**src/rtl/adc_seq_pkg.sv**
```systemverilog
package adc_seq_pkg;

    localparam int TAG_W = 3;

    typedef enum logic [1:0] {
        ST_IDLE,
        ST_CONV,
        ST_WAIT,
        ST_READ
    } seq_state_e;

endpackage

```
**src/rtl/adc_rate_timer.sv**
```systemverilog
module adc_rate_timer #(
    parameter int PERIOD_W = 16
) (
    input  logic                clk,
    input  logic                rst_n,
    input  logic                enable,
    input  logic [PERIOD_W-1:0] period,
    output logic                tick
);

    logic [PERIOD_W-1:0] cnt_d, cnt_q;

    assign tick = enable && (cnt_q == '0);

    always_comb begin
        cnt_d = cnt_q;
        if (!enable) begin
            cnt_d = '0;
        end else if (tick) begin
            cnt_d = (period == '0) ? '0 : period - 1'b1;
        end else begin
            cnt_d = cnt_q - 1'b1;
        end
    end

    always_ff @(posedge clk or negedge rst_n) begin
        if (!rst_n) begin
            cnt_q <= '0;
        end else begin
            cnt_q <= cnt_d;
        end
    end

endmodule

```
**src/rtl/adc_chan_seq.sv**
```systemverilog
module adc_chan_seq #(
    parameter int NUM_CH  = 8,
    parameter int TAG_W   = 3,
    parameter int ADDR_PW = 3
) (
    input  logic               clk,
    input  logic               rst_n,
    input  logic               advance,
    output logic [TAG_W-1:0]   cur_chan,
    output logic [ADDR_PW-1:0] next_addr
);

    generate
        if (NUM_CH == 1) begin : g_single
            assign cur_chan  = '0;
            assign next_addr = '0;
        end else begin : g_multi
            localparam logic [TAG_W-1:0] LAST = TAG_W'(NUM_CH - 1);

            logic [TAG_W-1:0] chan_d, chan_q;
            logic [TAG_W-1:0] succ;

            assign succ = (chan_q == LAST) ? '0 : chan_q + 1'b1;

            always_comb begin
                chan_d = chan_q;
                if (advance) begin
                    chan_d = succ;
                end
            end

            always_ff @(posedge clk or negedge rst_n) begin
                if (!rst_n) begin
                    chan_q <= '0;
                end else begin
                    chan_q <= chan_d;
                end
            end

            assign cur_chan  = chan_q;
            assign next_addr = succ[ADDR_PW-1:0];
        end
    endgenerate

endmodule

```
**src/rtl/adc_stream_out.sv**
```systemverilog
module adc_stream_out #(
    parameter int DATA_W = 8,
    parameter int TAG_W  = 3,
    parameter int CNT_W  = 16
) (
    input  logic              clk,
    input  logic              rst_n,
    input  logic              load,
    input  logic [DATA_W-1:0] load_data,
    input  logic [TAG_W-1:0]  load_chan,
    input  logic              m_ready,
    output logic              m_valid,
    output logic [DATA_W-1:0] m_data,
    output logic [TAG_W-1:0]  m_chan,
    output logic [CNT_W-1:0]  drop_count
);

    typedef struct packed {
        logic              valid;
        logic [DATA_W-1:0] data;
        logic [TAG_W-1:0]  chan;
        logic [CNT_W-1:0]  drops;
    } out_s;

    out_s o_d, o_q;

    always_comb begin
        o_d       = o_q;
        o_d.valid = load;
        if (load) begin
            o_d.data = load_data;
            o_d.chan = load_chan;
        end
        if (o_q.valid && !m_ready) begin
            o_d.drops = o_q.drops + 1'b1;
        end
    end

    always_ff @(posedge clk or negedge rst_n) begin
        if (!rst_n) begin
            o_q <= '0;
        end else begin
            o_q <= o_d;
        end
    end

    assign m_valid    = o_q.valid;
    assign m_data     = o_q.data;
    assign m_chan     = o_q.chan;
    assign drop_count = o_q.drops;

endmodule

```
**src/rtl/adc_seq_ctrl.sv**
```systemverilog
module adc_seq_ctrl
    import adc_seq_pkg::*;
#(
    parameter int NUM_CH         = 8,
    parameter int PWRUP_CYC      = 100,
    parameter int CONV_PULSE_CYC = 50,
    parameter int PERIOD_W       = 16,
    parameter int RD_LEN_W       = 4,
    parameter int DATA_W         = 8,
    parameter int CNT_W          = 16,
    localparam int ADDR_W        = (NUM_CH > 1) ? $clog2(NUM_CH) : 0,
    localparam int ADDR_PW       = (ADDR_W > 0) ? ADDR_W : 1
) (
    input  logic                clk,
    input  logic                rst_n,
    input  logic                enable,
    input  logic [PERIOD_W-1:0] period,
    input  logic [RD_LEN_W-1:0] rd_len,
    output logic                adc_convst_n,
    input  logic                adc_eoc_n,
    output logic                adc_cs_n,
    output logic                adc_rd_n,
    output logic [ADDR_PW-1:0]  adc_addr,
    input  logic [DATA_W-1:0]   adc_data,
    output logic                m_valid,
    input  logic                m_ready,
    output logic [DATA_W-1:0]   m_data,
    output logic [TAG_W-1:0]    m_chan,
    output logic                overrun,
    output logic [CNT_W-1:0]    drop_count
);

    // Start pulse is clamped to the wake-up time so the part sleeps again.
    localparam int PULSE_RAW = (CONV_PULSE_CYC < PWRUP_CYC) ? CONV_PULSE_CYC : PWRUP_CYC;
    localparam int PULSE_EFF = (PULSE_RAW < 1) ? 1 : PULSE_RAW;
    localparam int PC_W      = $clog2(PULSE_EFF + 1);

    typedef struct packed {
        seq_state_e          state;
        logic [PC_W-1:0]     pcnt;
        logic [RD_LEN_W-1:0] rcnt;
        logic                convst_n;
        logic                cs_n;
        logic                rd_n;
        logic                overrun;
    } ctrl_s;

    ctrl_s c_d, c_q;

    logic             tick;
    logic             read_done;
    logic [TAG_W-1:0] cur_chan;

    adc_rate_timer #(
        .PERIOD_W (PERIOD_W)
    ) u_timer (
        .clk    (clk),
        .rst_n  (rst_n),
        .enable (enable),
        .period (period),
        .tick   (tick)
    );

    adc_chan_seq #(
        .NUM_CH  (NUM_CH),
        .TAG_W   (TAG_W),
        .ADDR_PW (ADDR_PW)
    ) u_chan (
        .clk       (clk),
        .rst_n     (rst_n),
        .advance   (read_done),
        .cur_chan  (cur_chan),
        .next_addr (adc_addr)
    );

    adc_stream_out #(
        .DATA_W (DATA_W),
        .TAG_W  (TAG_W),
        .CNT_W  (CNT_W)
    ) u_out (
        .clk        (clk),
        .rst_n      (rst_n),
        .load       (read_done),
        .load_data  (adc_data),
        .load_chan  (cur_chan),
        .m_ready    (m_ready),
        .m_valid    (m_valid),
        .m_data     (m_data),
        .m_chan     (m_chan),
        .drop_count (drop_count)
    );

    always_comb begin
        c_d         = c_q;
        c_d.overrun = tick && (c_q.state != ST_IDLE);
        read_done   = 1'b0;
        unique case (c_q.state)
            ST_IDLE: begin
                if (tick) begin
                    c_d.state    = ST_CONV;
                    c_d.convst_n = 1'b0;
                    c_d.pcnt     = PC_W'(PULSE_EFF - 1);
                end
            end
            ST_CONV: begin
                if (c_q.pcnt == '0) begin
                    c_d.convst_n = 1'b1;
                    c_d.state    = ST_WAIT;
                end else begin
                    c_d.pcnt = c_q.pcnt - 1'b1;
                end
            end
            ST_WAIT: begin
                if (!adc_eoc_n) begin
                    c_d.state = ST_READ;
                    c_d.cs_n  = 1'b0;
                    c_d.rd_n  = 1'b0;
                    c_d.rcnt  = (rd_len == '0) ? '0 : rd_len - 1'b1;
                end
            end
            ST_READ: begin
                if (c_q.rcnt == '0) begin
                    read_done = 1'b1;
                    c_d.cs_n  = 1'b1;
                    c_d.rd_n  = 1'b1;
                    c_d.state = ST_IDLE;
                end else begin
                    c_d.rcnt = c_q.rcnt - 1'b1;
                end
            end
            default: begin
                c_d.state = ST_IDLE;
            end
        endcase
    end

    always_ff @(posedge clk or negedge rst_n) begin
        if (!rst_n) begin
            c_q <= '{state: ST_IDLE, pcnt: '0, rcnt: '0, convst_n: 1'b1,
                     cs_n: 1'b1, rd_n: 1'b1, overrun: 1'b0};
        end else begin
            c_q <= c_d;
        end
    end

    assign adc_convst_n = c_q.convst_n;
    assign adc_cs_n     = c_q.cs_n;
    assign adc_rd_n     = c_q.rd_n;
    assign overrun      = c_q.overrun;

endmodule

```
**config.mk**
```make
export PLATFORM = sky130hd
export DESIGN_NAME = adc_seq_ctrl
export DESIGN_NICKNAME = d
export VERILOG_FILES = /design/src/rtl/adc_seq_pkg.sv /design/src/rtl/adc_rate_timer.sv /design/src/rtl/adc_chan_seq.sv /design/src/rtl/adc_stream_out.sv /design/src/rtl/adc_seq_ctrl.sv
export SDC_FILE = /design/constraint.sdc
export NUM_CORES = 1
export LEC_CHECK = 0
export ABC_AREA = 0
export BUFFER_PORTS_ARGS = -buffer_cell sky130_fd_sc_hd__buf_2
export CORE_UTILIZATION = 56
export CTS_CLUSTER_SIZE = 30
export DETAILED_ROUTE_END_ITERATION = 12
export HOLD_SLACK_MARGIN = 0.15
export PLACE_DENSITY = 0.8
export SLEW_MARGIN = 20
export SYNTH_ARGS = -nofsm -noshare
export SYNTH_HDL_FRONTEND = slang
export SYNTH_HIERARCHICAL = 1
export SYNTH_SLANG_ARGS = --single-unit
export TNS_END_PERCENT = 30
```
**constraint.sdc**
```tcl
create_clock -name clk -period 3.46 [get_ports clk]
set_input_delay 0 -clock clk [delete_from_list [all_inputs] [get_ports clk]]
set_output_delay 0 -clock clk [all_outputs]
set_load 0.02 [all_outputs]
```
==> Word level (Yosys, flattened, before mapping) <==
Index checks and enable logic that the tools add are counted.
{ "classes": {"n_reduce_logical": 18, "add_sub_neg": 7, "n_eq_ne": 10, "mux": 23} }
{ "op_table": {"columns": ["op", "n"], "rows": [
  ["two-way mux 16 bit", 3],
  ["zero test 16 bit", 2],
  ["subtractor 16 x 1 -> 16 bit, second input constant", 2],
  ["adder 16 x 1 -> 16 bit, second input constant", 1],
  ["two-way mux 4 bit", 3],
  ["!= test 2 bit, second input constant", 6],
  ["case mux 6 bit (2 select lines)", 1],
  ["AND reduction 3 bit", 4],
  ["two-way mux 2 bit", 5],
  ["zero test 4 bit", 2],
  ["two-way mux 8 bit", 1],
  ["case mux 2 bit (4 select lines)", 1],
  ["case mux 4 bit (2 select lines)", 1],
  ["subtractor 4 x 1 -> 4 bit, second input constant", 2],
  ["zero test 6 bit", 1],
  ["two-way mux 6 bit", 1],
  ["nonzero test 2 bit", 3],
  ["subtractor 6 x 1 -> 6 bit, second input constant", 1],
  ["== test 2 bit, second input constant", 2],
  ["two-way mux 1 bit", 4],
  ["case mux 2 bit (2 select lines)", 1],
  ["AND reduction 4 bit", 1],
  ["adder 3 x 1 -> 3 bit, second input constant", 1],
  ["== test 3 bit, second input constant", 1],
  ["other kinds (6)", 8]
]} }
{ "totals": {"input_bits": 33, "ff_bits": 63, "elab_cells": 71} }

==> Longest topological paths before layout <==
{ "depth": {"depth_word": 4, "depth_mapped": 12} }

==> Cells and area by module <==
The synthesis kept the hierarchy.
{ "modules_own_cells": {"columns": ["mod", "instances", "seq_area_each_um2", "area_per_inst_um2", "cells_each"], "rows": [
  ["adc_rate_timer", 1, 400.4, 1365.1, 152],
  ["adc_stream_out", 1, 700.7, 1119.8, 80],
  ["adc_seq_ctrl", 1, 377.9, 1047.3, 118],
  ["adc_chan_seq", 1, 75.1, 137.6, 9]
]} }

==> Least setup slack after synthesis <==
No wires, ideal clock.
{ "synth_timing": {"path_type": "reg-to-reg", "start": "register u_timer.cnt_q[3]", "end": "register c_q[13] (netlist bit)", "t_required_ns": 3.334, "t_arrival_ns": 2.457, "setup_slack_ns": 0.877, "synth_period_minus_slack_ns": 2.583, "stages_incl_launch_ff": 11, "path_buffers": 3, "path_cell_list": "dfrtp_1 > or4_4 > nor3_4 > and2_4 > buf_8 > buf_12 > clkbuf_1 > nor2b_1 > or3b_1 > o21ai_1 > o21ai_1"} }
{ "synth_via": {"elab_chain_len": 4} }
{ "synth_rtl": {"columns": ["element", "line_no", "source"], "rows": [
  ["start: declaration", "adc_rate_timer.sv:11", "logic [PERIOD_W-1:0] cnt_d, cnt_q;"],
  ["start signal: assignment", "adc_rate_timer.sv:30", "cnt_q <= cnt_d;"],
  ["zero test 16 bit", "adc_rate_timer.sv:13", "assign tick = enable && (cnt_q == '0);"],
  ["logical AND 1 bit", "adc_rate_timer.sv:13", null],
  ["net tick", "adc_seq_ctrl.sv:50", "logic tick;"],
  ["!= test 2 bit (no source line)", null, null],
  ["AND reduction 3 bit (no source line)", null, null],
  ["end signal: assignment", "adc_seq_ctrl.sv:139", "c_q <= '{state: ST_IDLE, pcnt: '0, rcnt: '0, convst_n: 1'b1,"],
  ["end: declaration", "adc_seq_ctrl.sv:48", "ctrl_s c_d, c_q;"]
]} }
The timed path passes the listed nets, and every way through them passes these cells.
A chain may end at the register's enable or synchronous reset.

==> Final worst setup path <==
{ "layout_timing": {"start": "input period[0]", "end": "register u_timer.cnt_q[0]"} }
{ "layout_via": {"elab_chain_len": 4, "word_cells_on_any_way": 5, "cone_classes": "1 x add/sub; 3 x mux; 1 x reduce/logical"} }
{ "layout_rtl": {"columns": ["element", "line_no", "source"], "rows": [
  ["start: declaration", "adc_seq_ctrl.sv:17", "input logic [PERIOD_W-1:0] period,"],
  ["subtractor 16 x 1 -> 16 bit / zero test 16 bit (equally long branches)", "adc_rate_timer.sv:20", "cnt_d = (period == '0) ? '0 : period - 1'b1;"],
  ["two-way mux 16 bit (*)", "adc_rate_timer.sv:20", null],
  ["two-way mux 16 bit (*)", "adc_rate_timer.sv:19", "end else if (tick) begin"],
  ["two-way mux 16 bit (*)", "adc_rate_timer.sv:17", "if (!enable) begin"],
  ["net u_timer.cnt_d[0]", "adc_rate_timer.sv:11", null]
]} }
The timed path passes the listed nets; every way through them passes the cells marked *.

==> metrics list <==
- After detailed routing, the average wire length per cell comes to 15.8 µm.
- Combinational family with the most area after synthesis: simple AND/OR/NAND/NOR gates
- XOR/XNOR Fraction of Synth Area: 7.16%
- Final clock period utilization by the worst path: 77.7%
- Via count of the first global-routing pass: 3114
* Global-route wire length before repair: 14600 µm
* Most used cells in the layout excluding fill and tap cells: sky130_fd_sc_hd__buf_2, sky130_fd_sc_hd__dfrtp_1, sky130_fd_sc_hd__dlygate4sd3_1
- Per-instance average area after synthesis: 10.2 µm²
- Synth area leader: sky130_fd_sc_hd__dfrtp_1
* Adder-cell share of the synthesized area: 4.43%
- Via count: 3194
* TritonCTS clock tree: yes
- After global routing the overflow that remains totals 0.
- For this design the top-level I/O count stands at 68.
- Row generation in the floorplan step produced 29 rows.
* Maximum number of pins on one net before global-route repair: 36
* Die Y: 83.0 µm
- Detailed-route DRC error count: 0
- Final hold analysis gives a worst-case slack of 0.177 ns.
- Detailed-router iteration count before antenna repair: 4
- Of all flip-flops after synthesis, the portion carrying an async set or reset was 100%.
- Critical Path Most Common Cell: sky130_fd_sc_hd__dlygate4sd3_1
- Clock Tree Root: sky130_fd_sc_hd__clkbuf_8
* Synthesized cell area: 0.00367 mm²
- Yosys mapped a number of flops with a built-in enable equal to 0.
- The initial antenna violation count is 0.
- Power Dens Cells: 775 mW/mm²
* Routability congestion estimate: 0.921
- Share of Yosys cell area claimed by the top area cell type: 40.9%
- Post-CTS setup repair buffer count: 0
- CTS saw 62 sinks.
- For flop-to-flop paths, the worst setup slack is 0.80 ns.
* Worst-path cell chain: dlygate4sd3_1 -> buf_2 -> inv_1 -> ha_1 -> nor2b_1 -> nand4_1 -> o211ai_2 -> o22ai_1 -> and2_1 -> dlygate4sd3_1
- Worst Hold Launch: period[4]
- Number of antenna repair diodes: 0
- After legalization and detailed placement, the total HPWL measured 5800 µm.
* Count of nets after finishing: 504
- Data arrives at the worst endpoint at 2.90 ns.
* Reg2reg end: u_timer/cnt_q[0]$_DFF_PN0_
- Relative to the synthesized area, the layout overhead comes to 23.0%.
* Final WL: 8540 µm
- The floorplan step defined a die boundary enclosing 0.00688 mm².
- In the final timing run, aggregate negative setup slack is 0 ns.
- Measured in cells, the most critical reg-to-reg path has a length of 8.
* Port bufs: 67
* Primary flip-flop cell chosen by synthesis mapping: sky130_fd_sc_hd__dfrtp_1
- Yosys reg bits: 62
* Initial cell density of the core: 57.8%
* Depth of the worst hold-timing path: 4
- Pin slew with the least headroom to its limit: 0.716 ns
* # resized after CTS: 0
- Across the routed clock network, the largest skew measured is 0.0105 ns.
- In the routed layout, each cell is associated on average with a via count of 5.91.
* Hold Path End: u_timer/cnt_q[4]$_DFF_PN0_
* Synthesized-area fraction occupied by ao, oa, aoi and oai cells: 13.8%
- Buffers inserted during clock tree synthesis total 9.
- The tool flagged a number of max-cap violations equal to 0.
- Setup violation total in the final timing report: 0
- Yosys attributes the largest share of cell area to sky130_fd_sc_hd__dfrtp_1, sky130_fd_sc_hd__xnor2_1, sky130_fd_sc_hd__mux2_2, sky130_fd_sc_hd__ha_1, sky130_fd_sc_hd__nand2_1.
- Outcome: complete, no violations
- Synthesis produced a netlist whose cell count is 359.
- Longest individual stage delay on the worst path: 0.55 ns
* Cell with the largest stage delay on the worst path: sky130_fd_sc_hd__dlygate4sd3_1
- Worst-case headroom to the max-slew limit: 52.3%
- The worst register-to-register path begins at u_timer/cnt_q[0]$_DFF_PN0_.
- DIE WIDTH: 83.0 µm
- With fillers left out, the area of the finished cells amounts to 0.00452 mm².
* Multiplexer share of the synthesized area: 6.55%
- The number of nets handed over by synthesis was 405.
- Insertion delay of the later-clocked pin in the worst-skew pair: 0.34 ns
* Maximum achievable frequency: 372 MHz
- In this run the worst hold path is classified as in -> reg.
- Count of pins over their slew limit: 0
- Maximum ir drop on the vdd rail: 0.584 mV
* Top Family by Delay on Critical Path: buffers and inverters
- Of the cells placed in the final design, the portion with a size suffix greater than 1 is 25.9%.
* Fraction of the mapped netlist area in simple logic gates: 22.6%
* Number of warnings reported in the yosys synthesis log: 6
- Post-place setup slack: 0.955 ns
* Category of the worst setup path capture point: register
* Setup Crit Path Kind: in -> reg
- The number of endpoints with negative hold slack in the final report came to 0.
* Number of buffers on the longest clock path: 2
- For this design the static power due to leakage is 2.07 nW.
- The layout has 472 filler cells.
- Of the synthesized area, sequential elements account for 42.3%.
- Commonest non-fill, non-tap cell in the layout: sky130_fd_sc_hd__buf_2
- Data required time of the critical path: 3.67 ns
- Setup slack on the critical path of the routed design comes to 0.773 ns.
- Clock-pin transition on the worst setup and hold timing paths: 0.07 ns
- STA classifies the critical path startpoint as a primary input.
- Distinct cell type count after synthesis: 70
- RSZ-0062 raised after global routing: false
- Instance area at placement: 0.00405 mm²
- Overall fraction of global-route tracks in use: 26.4%
- Once detail routing completed, the nets flagged for antenna violations numbered 0.
* Area of the core region: 0.00635 mm²
- The H-tree was split into 3 levels.
- Highest fanout seen on the critical path: 9
- Violation count after the first detailed-route iteration: 197
- Together, buffers and inverters on the worst path number 4.
- The clock period could shrink to 2.69 ns.
* Final total power: 3.50 mW
logic make-up (layout without fill, tap and decap cells):
| kind of cell | count (synthesis) | after routing |
|---|---|---|
| AO/OA/AOI/OAI | 72 | 72 |
| buffers and inverters | 22 | 126 |
| XOR/XNOR | 30 | 30 |
| AND/OR/NAND/NOR | 138 | 138 |
| adder cells (fa/ha/maj) | 13 | 13 |
| flip-flops | 62 | 62 |
| multiplexers | 22 | 22 |
cell usage after synthesis (all sizes together), types with 3 or more instances:
library cell and n:
o221ai 5, o22ai 7, nand2 22, a21oi 12, or4 5, mux2 16, nand3 12, o31ai 4
nand4 12, nor2 22, or3 5, nor3 10, mux2i 6, nor4 7, nand2b 5, and2 12
a31oi 3, buf 4, clkbuf 5, xnor2 21, dfrtp 60, nor2b 10, a211oi 3, xor2 9
inv 13, o21ai 19, ha 13
how the worst max path moves through the flow:
stage / startpoint / slack, ns / endpoint / cells past startpoint
2_1_floorplan: u_timer/cnt_q[3]$_DFF_PN0_ / 0.88 / c_q[13]$_DFFE_PN0P_ / 10
3_3_place_gp: u_timer/cnt_q[0]$_DFF_PN0_ / 1.03 / c_q[13]$_DFFE_PN0P_ / 9
3_5_place_dp: u_timer/cnt_q[0]$_DFF_PN0_ / 0.96 / c_q[13]$_DFFE_PN0P_ / 9
4_1_cts: u_timer/cnt_q[0]$_DFF_PN0_ / 0.85 / u_timer/cnt_q[0]$_DFF_PN0_ / 8
5_1_grt: period[0] / 0.60 / u_timer/cnt_q[0]$_DFF_PN0_ / 10
6_report: period[0] / 0.77 / u_timer/cnt_q[0]$_DFF_PN0_ / 10
power breakdown:
part	internal (mW)	leakage, nW	switching [mW]	total, mW
Sequential	0.967	0.801	0.248	1.22
Clock	0.316	0.0954	0.264	0.580
Combinational	0.761	1.17	0.945	1.71
Total	2.04	2.07	1.46	3.50
registers in the layout, indices dropped and copies added, names as in the netlist:
signal / count
u_out/drop_count: 16
u_timer/cnt_q: 16
c_q: 12
u_out/m_data: 8
u_chan/cur_chan: 3
u_out/m_chan: 3
adc_convst_n: 1
adc_cs_n: 1
overrun: 1
u_out/m_valid: 1
through the flow:
step	cells	util (%)
final	540	71.1
after global placement	496	63.8
after CTS	540	71.1
after detailed placement	496	63.8
after floorplan	359	-
after global routing	540	71.1
cell type report:
type	instances	area [µm²]	area share (%)
clock buffers	13	169	3.74
clock inverters	3	17.5	0.388
multi-input cells	275	2000	44.3
inverters	13	48.8	1.08
well taps	77	96.3	2.13
flip-flops and latches	62	1550	34.4
repair buffers	97	631	14.0
worst reg2reg max path, stage by stage (launching register included):
cell and delay (ns):
sky130_fd_sc_hd__dfrtp_1 0.40, sky130_fd_sc_hd__inv_1 0.12, sky130_fd_sc_hd__ha_1 0.18, sky130_fd_sc_hd__nor4bb_1 0.37
sky130_fd_sc_hd__and3_1 0.30, sky130_fd_sc_hd__and2_4 0.33, sky130_fd_sc_hd__o22ai_1 0.11, sky130_fd_sc_hd__and2_1 0.18
sky130_fd_sc_hd__dlygate4sd3_1 0.55
repair_timing:
item	in CTS	in global routing
endpoints found under the hold margin	60	0
setup endpoints to repair	0	0
hold buffers	28	0
layer usage:
| layer | share of wire, % | vias to the layer above | GRT usage [%] |
|---|---|---|---|
| li1 | - | 1528 | - |
| met5 | 0 | - | 0 |
| met3 | 4.9 | 14 | 6.36 |
| met1 | 44 | 1556 | 33.4 |
| met2 | 50 | 96 | 44.2 |
| met4 | 1.7 | 0 | 9.56 |
(Power assumes the default switching activity.)
